## src/rtl/wakeQualPkg.sv

```systemverilog
package wakeQualPkg;

  localparam int IDX_RTC        = 0;
  localparam int IDX_PWR_BTN    = 1;
  localparam int IDX_LAN        = 2;
  localparam int IDX_SMB_ALERT  = 8;
  localparam int IDX_SMB_WAKE   = 9;
  localparam int IDX_SMB_HR_NC  = 10;
  localparam int IDX_SMB_HR_SYS = 11;
  localparam int NUM_FIXED      = 13;

  typedef struct packed {
    logic inSleep;
    logic inS1;
    logic s5Ovr;
  } wakeGateT;

  function automatic bit isUnmaskable(int i);
    return i == IDX_PWR_BTN || i == IDX_LAN || i == IDX_SMB_ALERT ||
           i == IDX_SMB_WAKE || i == IDX_SMB_HR_NC || i == IDX_SMB_HR_SYS;
  endfunction

  function automatic bit isOverrideWaker(int i);
    return i == IDX_PWR_BTN || i == IDX_SMB_WAKE ||
           i == IDX_SMB_HR_NC || i == IDX_SMB_HR_SYS;
  endfunction

endpackage

```

## src/rtl/wakeQualCtrl.sv

```systemverilog
module wakeQualCtrl
  import wakeQualPkg::*;
(
  input  logic       clk,
  input  logic       rstN,
  input  logic [2:0] sleepState,
  input  logic       overrideEntry,
  output wakeGateT   gate
);

  logic ovrFlag;
  logic isS0;
  logic isSleep;

  assign isS0    = (sleepState == 3'd0);
  assign isSleep = (sleepState >= 3'd1) && (sleepState <= 3'd5);

  always_ff @(posedge clk) begin
    if (!rstN)              ovrFlag <= 1'b0;
    else if (isS0)          ovrFlag <= 1'b0;
    else if (overrideEntry) ovrFlag <= 1'b1;
  end

  always_comb begin
    gate.inSleep = isSleep;
    gate.inS1    = (sleepState == 3'd1);
    gate.s5Ovr   = (sleepState == 3'd5) && ovrFlag;
  end

  AST_OVR_CLEARS_IN_S0: assert property (@(posedge clk) disable iff (!rstN)
    isS0 |=> !ovrFlag);
  AST_OVR_ARMS: assert property (@(posedge clk) disable iff (!rstN)
    (overrideEntry && !isS0) |=> ovrFlag);
  AST_GATE_EXCLUSIVE: assert property (@(posedge clk) disable iff (!rstN)
    $onehot0({gate.inS1, gate.s5Ovr}));

endmodule

```

## src/rtl/wakeQualPath.sv

```systemverilog
module wakeQualPath
  import wakeQualPkg::*;
#(
  parameter int NUM_CORE_GPI   = 8,
  parameter int NUM_RESUME_GPI = 4,
  parameter int NUM_USB        = 3,
  localparam int NUM_SRC = NUM_FIXED + NUM_CORE_GPI + NUM_RESUME_GPI + NUM_USB
)(
  input  logic               clk,
  input  logic               rstN,
  input  wakeGateT           gate,
  input  logic [NUM_SRC-1:0] srcEvt,
  input  logic [NUM_SRC-1:0] srcEn,
  input  logic [NUM_SRC-1:0] statusClr,
  output logic               wakeOut,
  output logic [NUM_SRC-1:0] status
);

  localparam int CORE_LO = NUM_FIXED;
  localparam int CORE_HI = NUM_FIXED + NUM_CORE_GPI;

  logic [NUM_SRC-1:0] allowBit;
  logic [NUM_SRC-1:0] enBit;
  logic [NUM_SRC-1:0] qualEvt;
  logic [NUM_SRC-1:0] overrideSet;

  for (genvar g = 0; g < NUM_SRC; g++) begin : gSrc
    if (isUnmaskable(g)) begin : gAlways
      assign enBit[g] = 1'b1 | srcEn[g];
    end else begin : gMasked
      assign enBit[g] = srcEn[g];
    end

    if (isOverrideWaker(g)) begin : gAny
      assign allowBit[g]    = gate.inSleep;
      assign overrideSet[g] = 1'b1;
    end else if (g >= CORE_LO && g < CORE_HI) begin : gCore
      assign allowBit[g]    = gate.inS1;
      assign overrideSet[g] = 1'b0;
    end else begin : gNormal
      assign allowBit[g]    = gate.inSleep && !gate.s5Ovr;
      assign overrideSet[g] = 1'b0;
    end
  end

  assign qualEvt = srcEvt & enBit & allowBit;

  always_ff @(posedge clk) begin
    if (!rstN) begin
      wakeOut <= 1'b0;
      status  <= '0;
    end else begin
      wakeOut <= |qualEvt;
      status  <= (status & ~statusClr) | srcEvt;
    end
  end

  AST_WAKE_NEEDS_EVENT: assert property (@(posedge clk) disable iff (!rstN)
    wakeOut |-> $past(|srcEvt));
  AST_WAKE_ONLY_ASLEEP: assert property (@(posedge clk) disable iff (!rstN)
    wakeOut |-> $past(gate.inSleep));
  AST_OVR_LIMITED: assert property (@(posedge clk) disable iff (!rstN)
    (wakeOut && $past(gate.s5Ovr)) |-> $past(|(srcEvt & overrideSet)));
  AST_STATUS_SETS: assert property (@(posedge clk) disable iff (!rstN)
    1'b1 |=> ((status & $past(srcEvt)) == $past(srcEvt)));
  AST_STATUS_STICKY: assert property (@(posedge clk) disable iff (!rstN)
    1'b1 |=> ((status & $past(status & ~statusClr)) == $past(status & ~statusClr)));

endmodule

```

## src/rtl/wakeQual.sv

```systemverilog
module wakeQual
  import wakeQualPkg::*;
#(
  parameter int NUM_CORE_GPI   = 8,
  parameter int NUM_RESUME_GPI = 4,
  parameter int NUM_USB        = 3,
  localparam int NUM_SRC = NUM_FIXED + NUM_CORE_GPI + NUM_RESUME_GPI + NUM_USB
)(
  input  logic               clk,
  input  logic               rstN,
  input  logic [2:0]         sleepState,
  input  logic               overrideEntry,
  input  logic [NUM_SRC-1:0] srcEvt,
  input  logic [NUM_SRC-1:0] srcEn,
  input  logic [NUM_SRC-1:0] statusClr,
  output logic               wakeOut,
  output logic [NUM_SRC-1:0] status
);

  wakeGateT gate;

  wakeQualCtrl i_ctrl (
    .clk           (clk),
    .rstN          (rstN),
    .sleepState    (sleepState),
    .overrideEntry (overrideEntry),
    .gate          (gate)
  );

  wakeQualPath #(
    .NUM_CORE_GPI   (NUM_CORE_GPI),
    .NUM_RESUME_GPI (NUM_RESUME_GPI),
    .NUM_USB        (NUM_USB)
  ) i_path (
    .clk       (clk),
    .rstN      (rstN),
    .gate      (gate),
    .srcEvt    (srcEvt),
    .srcEn     (srcEn),
    .statusClr (statusClr),
    .wakeOut   (wakeOut),
    .status    (status)
  );

endmodule

```

## config.mk

```make
export PLATFORM = sky130hd
export DESIGN_NAME = wakeQual
export DESIGN_NICKNAME = d
export VERILOG_FILES = /design/src/rtl/wakeQualPkg.sv /design/src/rtl/wakeQualCtrl.sv /design/src/rtl/wakeQualPath.sv /design/src/rtl/wakeQual.sv
export SDC_FILE = /design/constraint.sdc
export NUM_CORES = 1
export LEC_CHECK = 0
export BUFFER_PORTS_ARGS = -buffer_cell sky130_fd_sc_hd__buf_2
export CAP_MARGIN = 10
export CELL_PAD_IN_SITES_DETAIL_PLACEMENT = 1
export CELL_PAD_IN_SITES_GLOBAL_PLACEMENT = 2
export CORE_MARGIN = 2
export CORE_UTILIZATION = 16
export CTS_CLUSTER_SIZE = 24
export DETAILED_ROUTE_END_ITERATION = 12
export GPL_TIMING_DRIVEN = 0
export HOLD_SLACK_MARGIN = 0.05
export PLACE_DENSITY = 0.75
export SYNTH_ARGS = -nofsm -noshare
export SYNTH_HDL_FRONTEND = slang
export SYNTH_SLANG_ARGS = --single-unit
```

## constraint.sdc

```tcl
create_clock -name clk -period 1.7 [get_ports clk]
set_clock_uncertainty 0.2 [all_clocks]
set_input_delay 0.17 -clock clk [delete_from_list [all_inputs] [get_ports clk]]
set_output_delay 0.17 -clock clk [all_outputs]
set_load 0.1 [all_outputs]
```

* Word level (Yosys, flattened, before mapping) *
Index checks and enable logic that the tools add are counted.
W data, S select, Z words.

word-level totals
  register bits = 30
  latch bits = 0
  RAM bits = 0
  bits in read-only memories = 0
  input bits = 90
  word-level logic and storage cells = 20
  memories kept = 0

cells by class
  $add $sub $neg = 0
  multipliers = 0
  div/mod/pow operators = 0
  order comparisons = 2
  equality and inequality tests = 2
  shifts and indexed selects = 0
  muxes and demuxes = 0
  bitwise gates (word level) = 6
  reductions and logical operators = 7

operator list
  operator              number
  $and A28 B28 Y28      3
  $not A28 Y28          1
  $or A28 B28 Y28       1
  $reduce_or A28 Y1     1
  $eq A3 B1 Y1 const B  1
  $eq A3 B3 Y1 const B  1
  $ge A3 B1 Y1 const B  1
  $le A3 B3 Y1 const B  1
  $logic_and A1 B1 Y1   3
  $logic_not A3 Y1      1
  $reduce_or A2 Y1      1
  $logic_not A1 Y1      1
  $not A1 Y1            1

* Depth between registers and ports, before layout *
Gate-level depths: netlist (run 1).

  word-level depth = 6
  gate-level depth with buffers = 4
  depth with buffers taken out = 4

* Cells and area by module *
A second synthesis (run 1) with hierarchy kept.

second synthesis, totals
  cells, all modules = 118
  area total of the unflattened synthesis = 1197.4 µm²

by module, submodules not included
  module        times used  cells each  area each (µm²)
  wakeQualPath  1           110         1128.6
  wakeQualCtrl  1           8           68.8

* Worst setup path before layout (run 1) *
OpenSTA, ideal clock, no wires.

  path kind = reg2reg
  from = register i_path.status[0]
  to = register i_path.status[0]
  library setup time = 67 ps
  arrival = 1156 ps
  data required time = 1433 ps
  path slack = 277 ps
  stages on the path, launching flop included = 3
  path buffers = 0
  clock period less this slack = 1423 ps
  path through = dfxtp_1 -> a21oi_1 -> nor2_1

on the way
  longest elaborated chain between the ends = 2

RTL lines
  what                    RTL line            RTL
  start, declared         wakeQualPath.sv:16  output logic [NUM_SRC-1:0] status
  start signal, assigned  wakeQualPath.sv:54  status <= (status & ~statusClr) | srcEvt;
  $and A28 B28 Y28        wakeQualPath.sv:54
  $or A28 B28 Y28         wakeQualPath.sv:54

Every way passes these cells.
A chain may end at the register's enable or synchronous reset.

* Worst setup path after layout (run 1) *
  from = input srcEvt[14]
  to = register i_path.wakeOut

on the way
  longest elaborated chain between the ends = 3

RTL lines
  what                            RTL line            RTL
  start, declared                 wakeQual.sv:13      input logic [NUM_SRC-1:0] srcEvt,
  $and A28 B28 Y28 (2 in series)  wakeQualPath.sv:46  assign qualEvt = srcEvt & enBit & allowBit;
  $reduce_or A28 Y1               wakeQualPath.sv:53  wakeOut <= |qualEvt;
  end signal, assigned            wakeQualPath.sv:53
  end, declared                   wakeQualPath.sv:15  output logic wakeOut,

Every way passes these cells.

==> impl_metrics.yaml, run 1 <==
run_status:
  status: "completed"
place:
  portBuffers: 112
  dp_hpwl_um: 3620
  placed_area_um2: 1850
  place.gp.congestion: 0.674
cts:
  clk_latency_ns: 0.27
  clkSlewWorstSetupHoldPaths_ns: 0.06
  cts_root_buf: "clkbuf_8"
  cts.path.max_buffers: 2
  cts_tree: "yes"
  h-tree-depth: 2
  numClockSinks: 30
  cts_buffers: 5
run:
  max_cap_violations: 0
timing:
  max_slew_margin_pct: 63.3
  setup_violations: 0
  hold_viol: 0
  fmax_ghz: 0.602
  worst_pin_slew_ns: 0.550
  final.period_utilization_pct: 97.8
  min_period_ns: 1.66
  rsz0062_at_grt: "false"
  holdWs_ns: 0.00448
  slew_viol_final: 0
floorplan:
  die_w_um: 89.4
  die_area_um2: 7990
  rows: 31
  core_um2: 7140
  initial_core_util_pct: 16.3
  io_pins: 119
  fp.dieH_um: 89.4
global_routing:
  grt_pass1_vias: 1778
  antenna_found_initial: 0
  gr-total-overflow: 0
  grt_max_degree: 11
  grt_pass1_wl_um: 7650
  grt_usage_pct: 12.8
worst_setup_path:
  setup.worst_path.start_class: "input pin"
  cp_max_fo: 2
  crit_type: "in2reg"
  critPathLaunch: "srcEvt[14]"
  end_kind: "flip-flop"
  critPathArrivalTime_ns: 1.62
  reg2reg_from: "i_ctrl.ovrFlag$_SDFFE_PP0P_"
  worstPathRequired_ns: 1.66
route:
  routed_wl_um: 4920
  avgViaCountPerCell: 3.96
  dr.first_iter.drc_count: 24
  antenna_left: 0
  vias: 1681
  drt_first_pass_iters: 4
  route.detailed.drc: 0
  routedWlPerCell_um: 11.6
layout:
  layout-drive-gt1-share_pct: 37.7
  final_area_um2: 2570
  diodes: 0
  syn2layout_area_growth_pct: 121
  nets: 415
synthesis:
  synthTopCellsByArea: "dfxtp_1, a21oi_1, nor2_1"
  avgSynthCellArea_um2: 8.04
  synth_fp_nets: 235
  yosysUniqueCellTypes: 20
  seq_area_frac_synth_pct: 51.5
  synth-warning-count: 0
  ys_seq_elements: 30
  synth_top_area_share_pct: 51.5
  syn-cell-area_um2: 1170
  post-synth-top-area-cell: "dfxtp_1"
  synthCells: 145
pwr:
  power_density_nw_per_um2: 839
  p_seq_share_pct: 35.8
  p_int_w: 0.00141
  p_leak_nw: 1.35
  peakVddDrop_mv: 0.268
  p_clk_share_pct: 30.8
  switching_share_pct: 34.8
  combPwrFrac_pct: 33.4
  switchingPower_w: 0.000752
worst_hold_path:
  hold_path.class: "in2reg"
  hp-start: "statusClr[12]"
-- synth_stat cells (all sizes together) --
cell	number
a2111oi	1
nor3	1
inv	29
clkbuf	3
and4	1
a221o	1
o21ai	1
a211oi	3
a21oi	28
a22oi	7
nand4	1
a22o	1
nor2	31
nor4	1
a222oi	2
nand3	1
nand2	2
dfxtp	30
a21o	1
-- worst max-delay path: stages --
cell and delay (ns):
dlygate4sd3_1 0.53, buf_2 0.13, a22oi_1 0.15, nand3_1 0.11, a22o_1 0.20, a221o_1 0.33
-- power groups by stage --
stage / sequential, W / combinational, W / clock, W
global route: 0.000779 / 0.000770 / 0.000735
global placement: 0.000786 / 0.000598 / 0
finish: 0.000774 / 0.000721 / 0.000664
CTS: 0.000773 / 0.000725 / 0.000708
floorplan: 0.00112 / 0.0000838 / 0
detailed placement: 0.000788 / 0.000602 / 0
-- sequential cells by signal, indices dropped and copies added (netlist names) --
name,cells
i_ctrl.ovrFlag,1
i_path.wakeOut,1
i_path.status,28
-- metal layers --
metal	routed length [um]	track usage, %
met5	0	0
met2	2480	23.9
met1	1970	13.1
met4	98	5.02
met3	374	4.25
-- path summary, 6_finish.rpt --
kind,depth (start not counted),slack [ns],end
max reg2reg,3,0.29,i_ctrl.ovrFlag$_SDFFE_PP0P_
max,6,0.04,i_path.wakeOut$_SDFF_PN0_
min,4,0.004,i_path.status[12]$_SDFF_PN0_
min reg2reg,2,0.31,i_path.status[12]$_SDFF_PN0_
-- per-stage QoR --
step | utilization (%) | setup TNS (ns) | total power, W | std cells | setup WS, ns
finish | 36.1 | 0 | 0.00216 | 425 | 0.0380
global route | 36.1 | 0 | 0.00228 | 425 | 0.0101
CTS | 36.2 | 0 | 0.00221 | 426 | 0.0198
detailed placement | 25.9 | -0.596 | 0.00139 | 356 | -0.0441
global placement | 25.9 | -0.362 | 0.00138 | 356 | -0.0251
floorplan | - | 0 | 0.00120 | 145 | 0.277
-- cells in the final DEF, fill, tap and decap left out, types with 2 or more instances in the layout --
| cell | n |
|---|---|
| buf_2 | 112 |
| dlygate4sd3_1 | 61 |
| nor2_1 | 31 |
| dfxtp_1 | 30 |
| inv_1 | 28 |
| a21oi_1 | 27 |
| clkbuf_8 | 8 |
| a22oi_1 | 7 |
| clkbuf_1 | 3 |
| a211oi_1 | 3 |
| nand2_1 | 2 |
| a222oi_1 | 2 |
-- cell families after synthesis --
kind of cell	after synthesis	synth area share [%]
and+or+nand+nor	38	14.6
buffers and inverters	32	10.3
AOI/OAI and AO/OA	45	23.6
DFF	30	51.5
-- cell type report --
class / count / area [um2]
flip-flops and latches: 30 / 601
repair buffers: 173 / 1170
well taps: 99 / 124
multi-input cells: 83 / 449
inverters: 29 / 109
plain buffers: 3 / 11.3
clock buffers: 8 / 110
fillers: 933 / 4560
-- what timing repair did --
action | 4_1_cts | 5_1_grt
setup buffers | 0 | 0
hold buffers | 62 | 0
hold endpoints to repair | 30 | 0
gates resized for setup | 0 | 2
setup endpoints to repair | 0 | 3
No activity file was read; power rests on OpenSTA's default activity.
==> run 2: changes to the inputs <==
--- a/config.mk
+++ b/config.mk
@@ -5,7 +5,7 @@
 export SDC_FILE = /design/constraint.sdc
 export NUM_CORES = 1
 export LEC_CHECK = 0
-export BUFFER_PORTS_ARGS = -buffer_cell sky130_fd_sc_hd__buf_2
+export BUFFER_PORTS_ARGS = -buffer_cell sky130_fd_sc_hd__buf_4
 export CAP_MARGIN = 10
 export CELL_PAD_IN_SITES_DETAIL_PLACEMENT = 1
 export CELL_PAD_IN_SITES_GLOBAL_PLACEMENT = 2
==> run 2 against run 1 <==
Via count is 1.7% higher. Worst hold slack improved by 0.15 ns. Sequential power about the same. Critical endpoint unchanged.
==> impl_metrics.yaml, run 2 (same netlist as run 1, synthesis figures left out) <==
run_status:
  status: "completed"
place:
  dpl.cell_count: 356
  place.gp.congestion: 0.687
  placed_area_um2: 2130
  dp_hpwl_um: 3810
  portBuffers: 112
route:
  route.detailed.drc: 0
  antenna_left: 0
  dr.first_iter.drc_count: 29
  vias: 1709
  avgViaCountPerCell: 4.01
  routedWlPerCell_um: 12.6
  routed_wl_um: 5360
  drt_first_pass_iters: 4
layout:
  mostFrequentLayoutCells: "buf_4, dlygate4sd3_1, nor2_1, dfxtp_1, inv_1"
  largestRegisters: "i_path.status x28, i_ctrl.ovrFlag x1, i_path.wakeOut x1"
  syn2layout_area_growth_pct: 145
  layout-drive-gt1-share_pct: 37.9
  diodes: 0
  final_common_cell: "buf_4"
  nFillCells: 902
  finalNonFillerCells: 426
  post-route-util_pct: 40.0
  largest_register_ffs: 28
  final_area_um2: 2860
  largest_register: "i_path.status"
  nets: 416
floorplan:
  core_um2: 7140
  rows: 31
  die_area_um2: 7990
  die_w_um: 89.4
  initial_core_util_pct: 16.3
  io_pins: 119
  fp.dieH_um: 89.4
worst_hold_path:
  hold_path.class: "in2reg"
timing:
  slew_viol_final: 0
  rsz0062_at_grt: "false"
  max_slew_margin_pct: 65.2
  holdWs_ns: 0.152
  setup_violations: 0
  hold_viol: 0
  worst_pin_slew_ns: 0.522
  min_period_ns: 1.65
  final.period_utilization_pct: 96.9
  setup_tns_ns: 0
  fmax_ghz: 0.607
worst_setup_path:
  crit_path_max_incr_delay_ns: 0.54
  critPathArrivalTime_ns: 1.62
  crit_type: "in2reg"
  crit_path_top_delay_cell: "dlygate4sd3_1"
  worstPathRequired_ns: 1.67
  setup.worst_path.start_class: "input pin"
  end_kind: "flip-flop"
  cp_max_fo: 2
  path_cells: "dlygate4sd3_1 -> buf_4 -> a22oi_2 -> nand3_1 -> a22o_1 -> a221o_1"
pwr:
  p_leak_nw: 1.43
  power_density_nw_per_um2: 765
  peakVddDrop_mv: 0.311
global_routing:
  gr-total-overflow: 0
  grt_max_degree: 11
  antenna_found_initial: 0
  grt_usage_pct: 14.0
  grt_pass1_wl_um: 8460
  grt_pass1_vias: 1852
cts:
  h-tree-depth: 2
  clk_latency_ns: 0.28
  clkSlewWorstSetupHoldPaths_ns: 0.07
  cts.path.max_buffers: 2
  cts_root_buf: "clkbuf_8"
  numClockSinks: 30
  cts_tree: "yes"
  post_cts_buffers: 0
  cts_buffers: 5
run:
  max_cap_violations: 0
run 2: area by class of cell:
class | count | area (um2) | area share (%)
plain buffers | 3 | 11.3 | 0.394
flip-flops and latches | 30 | 601 | 21.0
multi-input cells | 83 | 458 | 16.0
clock buffers | 7 | 86.3 | 3.02
repair buffers | 174 | 1460 | 51.2
well taps | 99 | 124 | 4.34
inverters | 29 | 109 | 3.81
clock inverters | 1 | 5.00 | 0.175
run 2: repair_timing:
item	4_1_cts	5_1_grt
hold buffers	62	0
gates resized for setup	0	3
endpoints found under the setup margin	0	3
endpoints found under the hold margin	30	0
run 2: stage by stage:
stage          worst slack, ns  total power [W]
5_1_grt                0.00831          0.00230
4_1_cts                0.00346          0.00221
3_5_place_dp           -0.0934          0.00148
3_3_place_gp           -0.0477          0.00147
6_report                0.0523          0.00218
2_1_floorplan            0.277          0.00120
run 2: path summary, 6_finish.rpt:
kind	startpoint	end	slack, ns	depth (start not counted)
hold / removal	srcEn[23]	i_path.wakeOut$_SDFF_PN0_	0.15	4
setup / recovery	srcEvt[14]	i_path.wakeOut$_SDFF_PN0_	0.05	6
setup reg to reg	i_ctrl.ovrFlag$_SDFFE_PP0P_	i_ctrl.ovrFlag$_SDFFE_PP0P_	0.31	3
hold reg to reg	i_ctrl.ovrFlag$_SDFFE_PP0P_	i_path.wakeOut$_SDFF_PN0_	0.65	3
run 2: layer usage:
| layer | up-vias | part of all wire, % | GRT usage, % |
|---|---|---|---|
| met5 | - | 0 | 0 |
| met4 | 0 | 1.2 | 3.66 |
| met3 | 6 | 8.2 | 4.43 |
| met2 | 73 | 52 | 27.5 |
| met1 | 789 | 38 | 14.1 |
| li1 | 841 | - | - |
run 2: report_power, final:
part	total (W)	internal, W	switching (W)	leakage, nW
registers	0.000777	0.000751	0.0000255	0.251
logic	0.000809	0.000329	0.000480	1.13
clock network	0.000599	0.000326	0.000272	0.0482
total	0.00218	0.00141	0.000778	1.43
run 2: worst max-delay path: cells and delay by family:
kind / cells / cell delay, ns
simple gates: 1 / 0.10
buf+inv: 2 / 0.68
compound gates: 3 / 0.67
==> run 3: changes to the inputs <==
==> constraint.sdc (replaced) <==
create_clock -name clk -period 1.7 [get_ports clk]
set_clock_uncertainty 0.2 [all_clocks]
set_input_delay 0.34 -clock clk [delete_from_list [all_inputs] [get_ports clk]]
set_output_delay 0.34 -clock clk [all_outputs]
set_load 0.1 [all_outputs]
==> run 3 against run 2 <==
Critical path depth down 1. Via count fell by 16%. Setup slack gained 0.12 ns. Clock power barely moved. Global-route usage is 2.8 points lower. Routed wire length shrank 16%. Power decreased by 6.3%. First-iteration DRC count decreased by 6.9%. Sequential cell count unchanged. Cell count down 15%. Sequential power about the same.
==> impl_metrics.yaml, run 3 (same netlist as run 1, synthesis figures left out) <==
global_routing:
  grt_pass1_wl_um: 6670
  grt_usage_pct: 11.2
  antenna_found_initial: 0
  grt_pass1_vias: 1444
  gr-total-overflow: 0
  grt_max_degree: 11
worst_setup_path:
  reg2reg_from: "i_ctrl.ovrFlag$_SDFFE_PP0P_"
  crit_top_cell: "clkbuf_1"
  crit_path_max_incr_delay_ns: 0.43
  timing.rr.end: "i_path.wakeOut$_SDFF_PN0_"
  crit_type: "in2reg"
  crit_path_top_delay_cell: "clkbuf_1"
  end_kind: "flip-flop"
  worstPathRequired_ns: 1.65
  rr_worst_depth: 3
  cp_max_fo: 10
  r2r_slack_ns: 0.57
  setup.worst_path.start_class: "input pin"
  critPathArrivalTime_ns: 1.47
  path_cells: "buf_4 -> inv_2 -> clkbuf_1 -> clkbuf_1 -> nor2_1"
cts:
  cts.path.max_buffers: 2
  clk_latency_ns: 0.27
  cts_tree: "yes"
  clkSlewWorstSetupHoldPaths_ns: 0.06
  cts_buffers: 5
  cts_root_buf: "clkbuf_8"
  cts-hold-fix-buffers: 0
  numClockSinks: 30
  h-tree-depth: 2
worst_hold_path:
  hp-start: "srcEvt[4]"
  worstHoldPathCells: 3
  min_to: "i_path.status[4]$_SDFF_PN0_"
  hold_path.class: "in2reg"
route:
  routedWlPerCell_um: 12.4
  drt_first_pass_iters: 4
  dr.first_iter.drc_count: 27
  routed_wl_um: 4500
  avgViaCountPerCell: 3.93
  route.detailed.drc: 0
  antenna_left: 0
  vias: 1431
place:
  place.gp.congestion: 0.687
  dp_hpwl_um: 3810
  portBuffers: 112
  dpl.cell_count: 356
  placed_area_um2: 2130
layout:
  diodes: 0
  largestRegisters: "i_path.status x28, i_ctrl.ovrFlag x1, i_path.wakeOut x1"
  finalNonFillerCells: 364
  syn2layout_area_growth_pct: 90.7
  final_common_cell: "buf_4"
  mostFrequentLayoutCells: "buf_4, nor2_1, dfxtp_1, inv_1, a21oi_1"
  nets: 354
  nFillCells: 909
  final_area_um2: 2220
  largest_register_ffs: 28
  regArea_um2: 601
  layout-drive-gt1-share_pct: 46.0
  largest_register: "i_path.status"
  multiInputGateArea_um2: 445
timing:
  setup_tns_ns: 0
  final.period_utilization_pct: 89.7
  slew_viol_final: 0
  fmax_ghz: 0.656
  rsz0062_at_grt: "false"
  worst_pin_slew_ns: 0.528
  max_slew_margin_pct: 64.8
  min_period_ns: 1.53
  setup_violations: 0
  hold_viol: 0
pwr:
  switchingPower_w: 0.000746
  power_density_nw_per_um2: 920
  total_power_w: 0.00205
  switching_share_pct: 36.5
  peakVddDrop_mv: 0.304
  p_seq_share_pct: 37.9
  p_clk_share_pct: 29.1
  combPwrFrac_pct: 33.0
  p_int_w: 0.00130
  p_leak_nw: 1.17
floorplan:
  die_area_um2: 7990
  io_pins: 119
  initial_core_util_pct: 16.3
  die_w_um: 89.4
  core_um2: 7140
  fp.dieH_um: 89.4
  rows: 31
run_status:
  status: "completed"
run:
  max_cap_violations: 0
==> run 3: cell count changes in the layout (fill, tap and decap cells not counted) <==
| cell | previous run | this run |
|---|---|---|
| clkbuf_1 | 4 | 3 |
| a21oi_1 | 26 | 28 |
| a22oi_1 | 6 | 7 |
| clkbuf_2 | 0 | 1 |
| a22oi_2 | 1 | 0 |
| a21oi_2 | 2 | 0 |
| dlygate4sd3_1 | 62 | 0 |
==> run 3: area by class of cell <==
| cell class | count | area share [%] |
|---|---|---|
| repair buffers | 112 | 37.8 |
| flip-flops and latches | 30 | 27.0 |
| multi-input cells | 83 | 20.0 |
| well taps | 99 | 5.57 |
| inverters | 29 | 4.90 |
| clock buffers | 7 | 3.88 |
| plain buffers | 3 | 0.563 |
| clock inverters | 1 | 0.225 |
==> run 3: metrics by stage <==
step	setup WS (ns)	hold slack, ns	utilization [%]
final	0.175	0.0771	31.2
after global routing	0.0218	0.0762	31.2
after detailed placement	-0.263	0.274	29.9
after floorplan	0.139	0.257	-
after CTS	0.0455	0.0720	31.1
after global placement	-0.218	0.264	29.9
==> run 3: power groups by stage <==
stage          combinational (W)  sequential, W  clock, W
2_1_floorplan          0.0000838        0.00112         0
3_3_place_gp            0.000679       0.000789         0
3_5_place_dp            0.000684       0.000792         0
4_1_cts                 0.000684       0.000777  0.000628
5_1_grt                 0.000714       0.000781  0.000659
6_report                0.000675       0.000776  0.000596
==> run 3: worst max path at each step <==
stage                          start                            to  slack, ns  cells after the start
after floorplan           srcEvt[11]     i_path.wakeOut$_SDFF_PN0_       0.14                      4
after global placement          rstN  i_path.status[22]$_SDFF_PN0_      -0.22                      5
after detailed placement        rstN  i_path.status[14]$_SDFF_PN0_      -0.26                      5
after CTS                       rstN  i_path.status[22]$_SDFF_PN0_       0.05                      5
after global routing            rstN   i_path.status[7]$_SDFF_PN0_       0.02                      5
final                           rstN   i_path.status[7]$_SDFF_PN0_       0.17                      5
==> run 3: worst max-delay path, delay by kind of cell <==
family                 cells  cell delay [ns]
and+or+nand+nor            1             0.11
buffers and inverters      4             1.02
==> run 3: timing repair <==
item                       CTS  global route
resized for setup            0             2
setup buffers                0             0
setup endpoints to repair    0             4
==> run 3: per-layer routing <==
metal	vias up	track usage, %	wire [um]
met5	-	0	0
met4	0	4.07	80
met3	7	4.80	478
met2	75	19.0	2070
met1	632	12.5	1870
li1	717	-	-
